### src/rtl/sftx_pkg.sv
package sftx_pkg;

  typedef enum logic [1:0] {
    PAR_OFF     = 2'b00,
    PAR_OFF_ALT = 2'b01,
    PAR_EVEN    = 2'b10,
    PAR_ODD     = 2'b11
  } par_mode_e;

  function automatic logic par_enabled(input par_mode_e pm);
    return (pm == PAR_EVEN) || (pm == PAR_ODD);
  endfunction

endpackage

### src/rtl/sftx_step_gen.sv
module sftx_step_gen #(
  parameter int SYNC_STAGES = 2
) (
  input  logic clk,
  input  logic rst,
  input  logic baud_tick,
  input  logic sync_en,
  input  logic master,
  input  logic clk_pol,
  input  logic sck_i,
  output logic step,
  output logic sck_o
);

  logic [SYNC_STAGES:0] chain;
  logic                 sck_q;
  logic                 ext_rise;
  logic                 ext_fall;

  always_ff @(posedge clk) begin
    if (rst) begin
      chain <= '0;
      sck_q <= 1'b0;
    end else begin
      chain <= {chain[SYNC_STAGES-1:0], sck_i};
      if (sync_en && master && baud_tick) begin
        sck_q <= ~sck_q;
      end
    end
  end

  assign ext_rise = chain[SYNC_STAGES-1] & ~chain[SYNC_STAGES];
  assign ext_fall = ~chain[SYNC_STAGES-1] & chain[SYNC_STAGES];

  always_comb begin
    if (!sync_en) begin
      step = baud_tick;
    end else if (master) begin
      step = baud_tick & (sck_q == clk_pol);
    end else begin
      step = clk_pol ? ext_fall : ext_rise;
    end
  end

  assign sck_o = sck_q;

endmodule

### src/rtl/sftx_frame_build.sv
module sftx_frame_build
  import sftx_pkg::*;
#(
  parameter int DATA_MAX  = 9,
  parameter int DATA_MIN  = 5,
  parameter int FRAME_MAX = DATA_MAX + 4,
  parameter int LEN_W     = $clog2(FRAME_MAX + 1),
  parameter int CODE_W    = $clog2(DATA_MAX - DATA_MIN + 1)
) (
  input  logic [DATA_MAX-1:0]  data,
  input  logic [CODE_W-1:0]    len_code,
  input  logic [1:0]           par_mode,
  input  logic                 two_stop,
  output logic [FRAME_MAX-1:0] frame_vec,
  output logic [LEN_W-1:0]     frame_len
);

  localparam int MAX_CODE = DATA_MAX - DATA_MIN;

  par_mode_e         pm;
  logic [CODE_W-1:0] code_cap;
  logic              par_bit;
  logic              par_on;
  int                nbits;

  always_comb begin
    pm       = par_mode_e'(par_mode);
    par_on   = par_enabled(pm);
    code_cap = (int'(len_code) > MAX_CODE) ? CODE_W'(MAX_CODE) : len_code;
    nbits    = DATA_MIN + int'(code_cap);
    par_bit  = (pm == PAR_ODD);
    frame_vec    = '1;
    frame_vec[0] = 1'b0;
    for (int i = 0; i < DATA_MAX; i++) begin
      if (i < nbits) begin
        frame_vec[1+i] = data[i];
        par_bit        = par_bit ^ data[i];
      end
    end
    if (par_on) begin
      frame_vec[1+nbits] = par_bit;
    end
    frame_len = LEN_W'(2 + nbits + (par_on ? 1 : 0) + (two_stop ? 1 : 0));
  end

endmodule

### src/rtl/sftx_shifter.sv
module sftx_shifter #(
  parameter int FRAME_MAX = 13,
  parameter int LEN_W     = 4
) (
  input  logic                 clk,
  input  logic                 rst,
  input  logic                 load,
  input  logic [FRAME_MAX-1:0] frame_vec,
  input  logic [LEN_W-1:0]     frame_len,
  input  logic                 step,
  output logic                 txd,
  output logic                 busy
);

  logic [FRAME_MAX-1:0] sr;
  logic [LEN_W-1:0]     left;

  always_ff @(posedge clk) begin
    if (rst) begin
      sr   <= '1;
      left <= '0;
      txd  <= 1'b1;
    end else if (load) begin
      sr   <= frame_vec;
      left <= frame_len;
    end else if (step && (left != '0)) begin
      txd  <= sr[0];
      sr   <= {1'b1, sr[FRAME_MAX-1:1]};
      left <= left - 1'b1;
    end
  end

  assign busy = (left != '0);

endmodule

### src/rtl/serial_frame_tx.sv
module serial_frame_tx #(
  parameter int DATA_MAX    = 9,
  parameter int DATA_MIN    = 5,
  parameter int SYNC_STAGES = 2,
  parameter int CODE_W      = $clog2(DATA_MAX - DATA_MIN + 1)
) (
  input  logic                clk,
  input  logic                rst,
  input  logic                baud_tick,
  input  logic                sync_en,
  input  logic                master,
  input  logic                clk_pol,
  input  logic [CODE_W-1:0]   data_len,
  input  logic [1:0]          par_mode,
  input  logic                two_stop,
  input  logic [DATA_MAX-1:0] tx_data,
  input  logic                tx_valid,
  output logic                tx_ready,
  output logic                txd,
  output logic                busy,
  input  logic                sck_i,
  output logic                sck_o,
  output logic                sck_oe
);

  localparam int FRAME_MAX = DATA_MAX + 4;
  localparam int LEN_W     = $clog2(FRAME_MAX + 1);

  logic [FRAME_MAX-1:0] frame_vec;
  logic [LEN_W-1:0]     frame_len;
  logic                 step_w;
  logic                 load;

  sftx_step_gen #(.SYNC_STAGES(SYNC_STAGES)) u_step (
    .clk(clk), .rst(rst), .baud_tick(baud_tick), .sync_en(sync_en),
    .master(master), .clk_pol(clk_pol), .sck_i(sck_i),
    .step(step_w), .sck_o(sck_o)
  );

  sftx_frame_build #(
    .DATA_MAX(DATA_MAX), .DATA_MIN(DATA_MIN), .FRAME_MAX(FRAME_MAX),
    .LEN_W(LEN_W), .CODE_W(CODE_W)
  ) u_build (
    .data(tx_data), .len_code(data_len), .par_mode(par_mode),
    .two_stop(two_stop), .frame_vec(frame_vec), .frame_len(frame_len)
  );

  sftx_shifter #(.FRAME_MAX(FRAME_MAX), .LEN_W(LEN_W)) u_shift (
    .clk(clk), .rst(rst), .load(load), .frame_vec(frame_vec),
    .frame_len(frame_len), .step(step_w), .txd(txd), .busy(busy)
  );

  assign tx_ready = ~busy;
  assign load     = tx_valid & tx_ready;
  assign sck_oe   = sync_en & master;

endmodule

### config.mk
export PLATFORM = sky130hd
export DESIGN_NAME = serial_frame_tx
export DESIGN_NICKNAME = d
export VERILOG_FILES = /design/src/rtl/sftx_pkg.sv /design/src/rtl/sftx_step_gen.sv /design/src/rtl/sftx_frame_build.sv /design/src/rtl/sftx_shifter.sv /design/src/rtl/serial_frame_tx.sv
export SDC_FILE = /design/constraint.sdc
export NUM_CORES = 1
export LEC_CHECK = 0
export BUFFER_PORTS_ARGS = -buffer_cell sky130_fd_sc_hd__buf_2
export CORE_MARGIN = 5
export CORE_UTILIZATION = 45
export CTS_CLUSTER_DIAMETER = 200
export DETAILED_ROUTE_END_ITERATION = 16
export GPL_ROUTABILITY_DRIVEN = 0
export GPL_TIMING_DRIVEN = 0
export PLACE_DENSITY = 0.66
export SETUP_SLACK_MARGIN = 0.2
export SYNTH_ARGS = -nofsm -noshare
export SYNTH_HDL_FRONTEND = slang
export SYNTH_HIERARCHICAL = 1
export SYNTH_SLANG_ARGS = --single-unit
export TNS_END_PERCENT = 10
### constraint.sdc
create_clock -name clk -period 3.6 [get_ports clk]
set_input_delay 0 -clock clk [delete_from_list [all_inputs] [get_ports clk]]
set_output_delay 0 -clock clk [all_outputs]
set_load 0.05 [all_outputs]
==> flow_summary.toml <==
[status]
outcome = "finished, final reports clean"

[finish]
multiInputGateArea_mm2 = 0.00118
antenna_cells = 0
n_fill_cell = 406
register_area_um2 = 440
final_layout_size_suffix_gt1_share_pct = 19.3
syn2layout_area_growth_pct = 14.4
nets = 293

[floorplan]
boundaryPins = 28
die_width_um = 73.2
coreArea_mm2 = 0.00394
initial_utilization_pct = 45.5
fp-row-count = 23
die_area_mm2 = 0.00535
die_y_um = 73.2

[clock_tree]
h-tree-depth = 1
postCtsSetupBuffers = 0
path_clk_slew_ns = 0.08
numCtsBuffers = 3
cts_tree = "yes"
cts_max_path_buffers = 2
cts_sinks = 22
clkLatencyLatePin_ns = 0.27
cts_root_buffer = "clkbuf_8"

[worst_setup_path]
rrSetupSlack_ns = 1.10
crit_fanout = 10
crit_top_cell = "buf_2"
critPathLaunchType = "primary input"
rr_endpoint = "u_shift/sr[10]$_SDFFE_PP1P_"
reg2reg_from = "u_shift/left[0]$_SDFFE_PP0P_"
cpMaxStageDelayCell = "xnor3_2"
arrival_ns = 2.84
cpPeakStageDelay_ns = 0.39
crit_start = "data_len[2]"
crit_type = "primary input to register"
worstSetupEndpointType = "register"
crit_chain = "buf_2 > buf_2 > nand2b_1 > inv_1 > ha_1 > clkbuf_2 > or2_1 > a31oi_1 > a21oi_1 > xnor3_2 > xnor2_2 > buf_6 > nand3_1 > o311a_1"
crit_required_ns = 3.76
reg2reg_depth = 11
critPathCapture = "u_shift/sr[10]$_SDFFE_PP1P_"

[pwr]
ir_drop_v = 0.000270
power.switching_w = 0.000612
swShare_pct = 48.8
p_per_area_mw_per_mm2 = 611
p_leak_nw = 0.871
p_seq_share_pct = 27.7
clkPwrFrac_pct = 14.3
power_frac_comb_pct = 58.0
internal-power_w = 0.000642
finalPower_w = 0.00125

[synthesis]
synth_common_cells = "dfxtp_1 (22), inv_1 (19), nand3_1 (19)"
synthesis.area_mm2 = 0.00180
synth_seq_cells = 22
syn_nets = 261
yosysSeqAreaShare_pct = 24.5
yosysMostFrequentCell = "dfxtp_1"
netlist_instances = 228
ys_warn_count = 6
yosys.area.top_type_share_pct = 24.5
async_flop_share_pct = 0
synth_area_leader_cell = "dfxtp_1"
synth.avg_cell_area_um2 = 7.87
synth_cell_types = 52
synth_top_flop_cell = "dfxtp_1"
synth_edf_count = 0
synthTopCellsByArea = "dfxtp_1 (25%), ha_1 (6.3%), o311a_1 (6.1%), nand3_1 (5.3%), nor3_1 (4.5%)"

[routing]
routed_wl_mm = 4.24
drc = 0
wl_per_cell_um = 13.7
drtAntennaViolNets = 0
vias = 1719
routed_via_density = 5.56
drtPass1Iterations = 4
drtIter0Drc = 101

[sta]
fmaxAchievable_mhz = 373
finalHoldViolCount = 0
clock_skew_ns = 0.00540
tightest_slew_ns = 0.521
relSlewSlack_pct = 65.1
setup_viol = 0
fin_crit_ns = 2.68
rsz0062_at_grt = "false"
fin_tns_setup_ns = 0
maxSlewViolCount = 0
period_share_pct = 74.5

[global_route]
overflow = 0
grt_pass1_vias = 1621
track_usage_pct = 17.0
antenna_found_initial = 0
grt_max_degree = 13
grt_pass1_wl_mm = 7.31

[placed_design]
portBuffers = 26
dp_hpwl_mm = 3.23

[flow_run]
maxCapViolCount = 0

[min_path]
hp-class = "primary input to register"
repair_timing:
item / 4_1_cts / 5_1_grt
setup endpoints to repair: 0 / 0
resized for setup: 0 / 0
hold endpoints to repair: 1 / 0
hold buffers: 1 / 0
cells by family after synthesis:
family / share of synthesized area (%)
AOI/OAI and AO/OA: 26.1
xor gates and xnor gates: 8.01
adders and majority gates: 7.39
buffers and inverters: 9.48
DFF: 24.5
muxes: 1.67
and+or+nand+nor: 22.9
worst min-delay path by stage:
stage,from,to,slack [ns],depth (start not counted)
after global placement,sck_i,u_step/chain[0]$_SDFF_PP0_,0.21,2
after floorplan,rst,u_step/chain[0]$_SDFF_PP0_,0.07,1
after detailed placement,sck_i,u_step/chain[0]$_SDFF_PP0_,0.22,2
after CTS,rst,u_step/chain[1]$_SDFF_PP0_,0.01,2
final,rst,u_step/chain[2]$_SDFF_PP0_,0.01,2
after global routing,rst,u_step/sck_o$_SDFFE_PP0P_,0.03,2
registers in the layout (all words and copies together), names as in the netlist:
name          cells
u_step/chain      3
u_shift/left      4
u_step/sck_o      1
u_shift/sr       13
u_shift/txd       1
layer usage:
metal	track usage (%)	vias up	part of all wire, %
li1	-	885	-
met1	23.6	796	47
met2	27.2	34	47
met3	3.17	4	4.3
met4	3.69	0	0.94
met5	0	-	0
critical path: cells and delay by family:
| family | cells | cell delay (ns) |
|---|---|---|
| buffers and inverters | 5 | 0.82 |
| xor gates and xnor gates | 2 | 0.65 |
| AOI/OAI and AO/OA | 3 | 0.61 |
| and+or+nand+nor | 3 | 0.56 |
| adders and majority gates | 1 | 0.20 |
per-stage QoR:
stage / utilization (%) / instance area (um^2) / std cells / worst slack (ns) / hold WS (ns)
after floorplan: - / 1800 / 228 / 1.11 / 0.0716
after global placement: 50.4 / 1990 / 304 / 0.665 / 0.211
after detailed placement: 50.4 / 1990 / 304 / 0.629 / 0.225
after CTS: 52.1 / 2050 / 309 / 0.922 / 0.0113
after global routing: 52.1 / 2050 / 309 / 0.698 / 0.0268
final: 52.1 / 2050 / 309 / 0.917 / 0.0150
placed cells by master, fill, tap and decap left out, types with 2 or more instances in the layout:
cell / n
nor2b_1: 5
ha_1: 9
buf_1: 2
nand2b_1: 3
nor3_1: 16
inv_1: 19
a21o_1: 2
a21oi_1: 7
o21ai_0: 16
mux2i_1: 3
buf_6: 2
clkbuf_8: 4
a311oi_1: 2
nor2_1: 12
xnor2_1: 5
nand3_1: 19
dfxtp_1: 22
xnor2_2: 2
o21ai_1: 5
xor2_1: 5
a211oi_1: 3
a31oi_1: 4
nand2_1: 12
clkbuf_1: 8
buf_2: 32
o311a_1: 11
a41oi_1: 2
power by group through the flow:
stage	Clock [W]	Combinational, W	Sequential (W)
finish	0.000179	0.000728	0.000347
global route	0.000196	0.000808	0.000354
CTS	0.000188	0.000728	0.000346
detailed placement	0	0.000726	0.000352
global placement	0	0.000726	0.000349
floorplan	0	0.000553	0.000359
final cells by class:
type                       instances  share of cell area (%)
buffer                            19                    4.63
clock buffer                       4                    2.68
inverter                          20                    3.66
multi-input combinational        167                    57.7
sequential                        22                    21.5
tap                               50                    3.05
timing repair buffer              27                    6.83
Note: power is estimated with default switching activity, not from simulation.
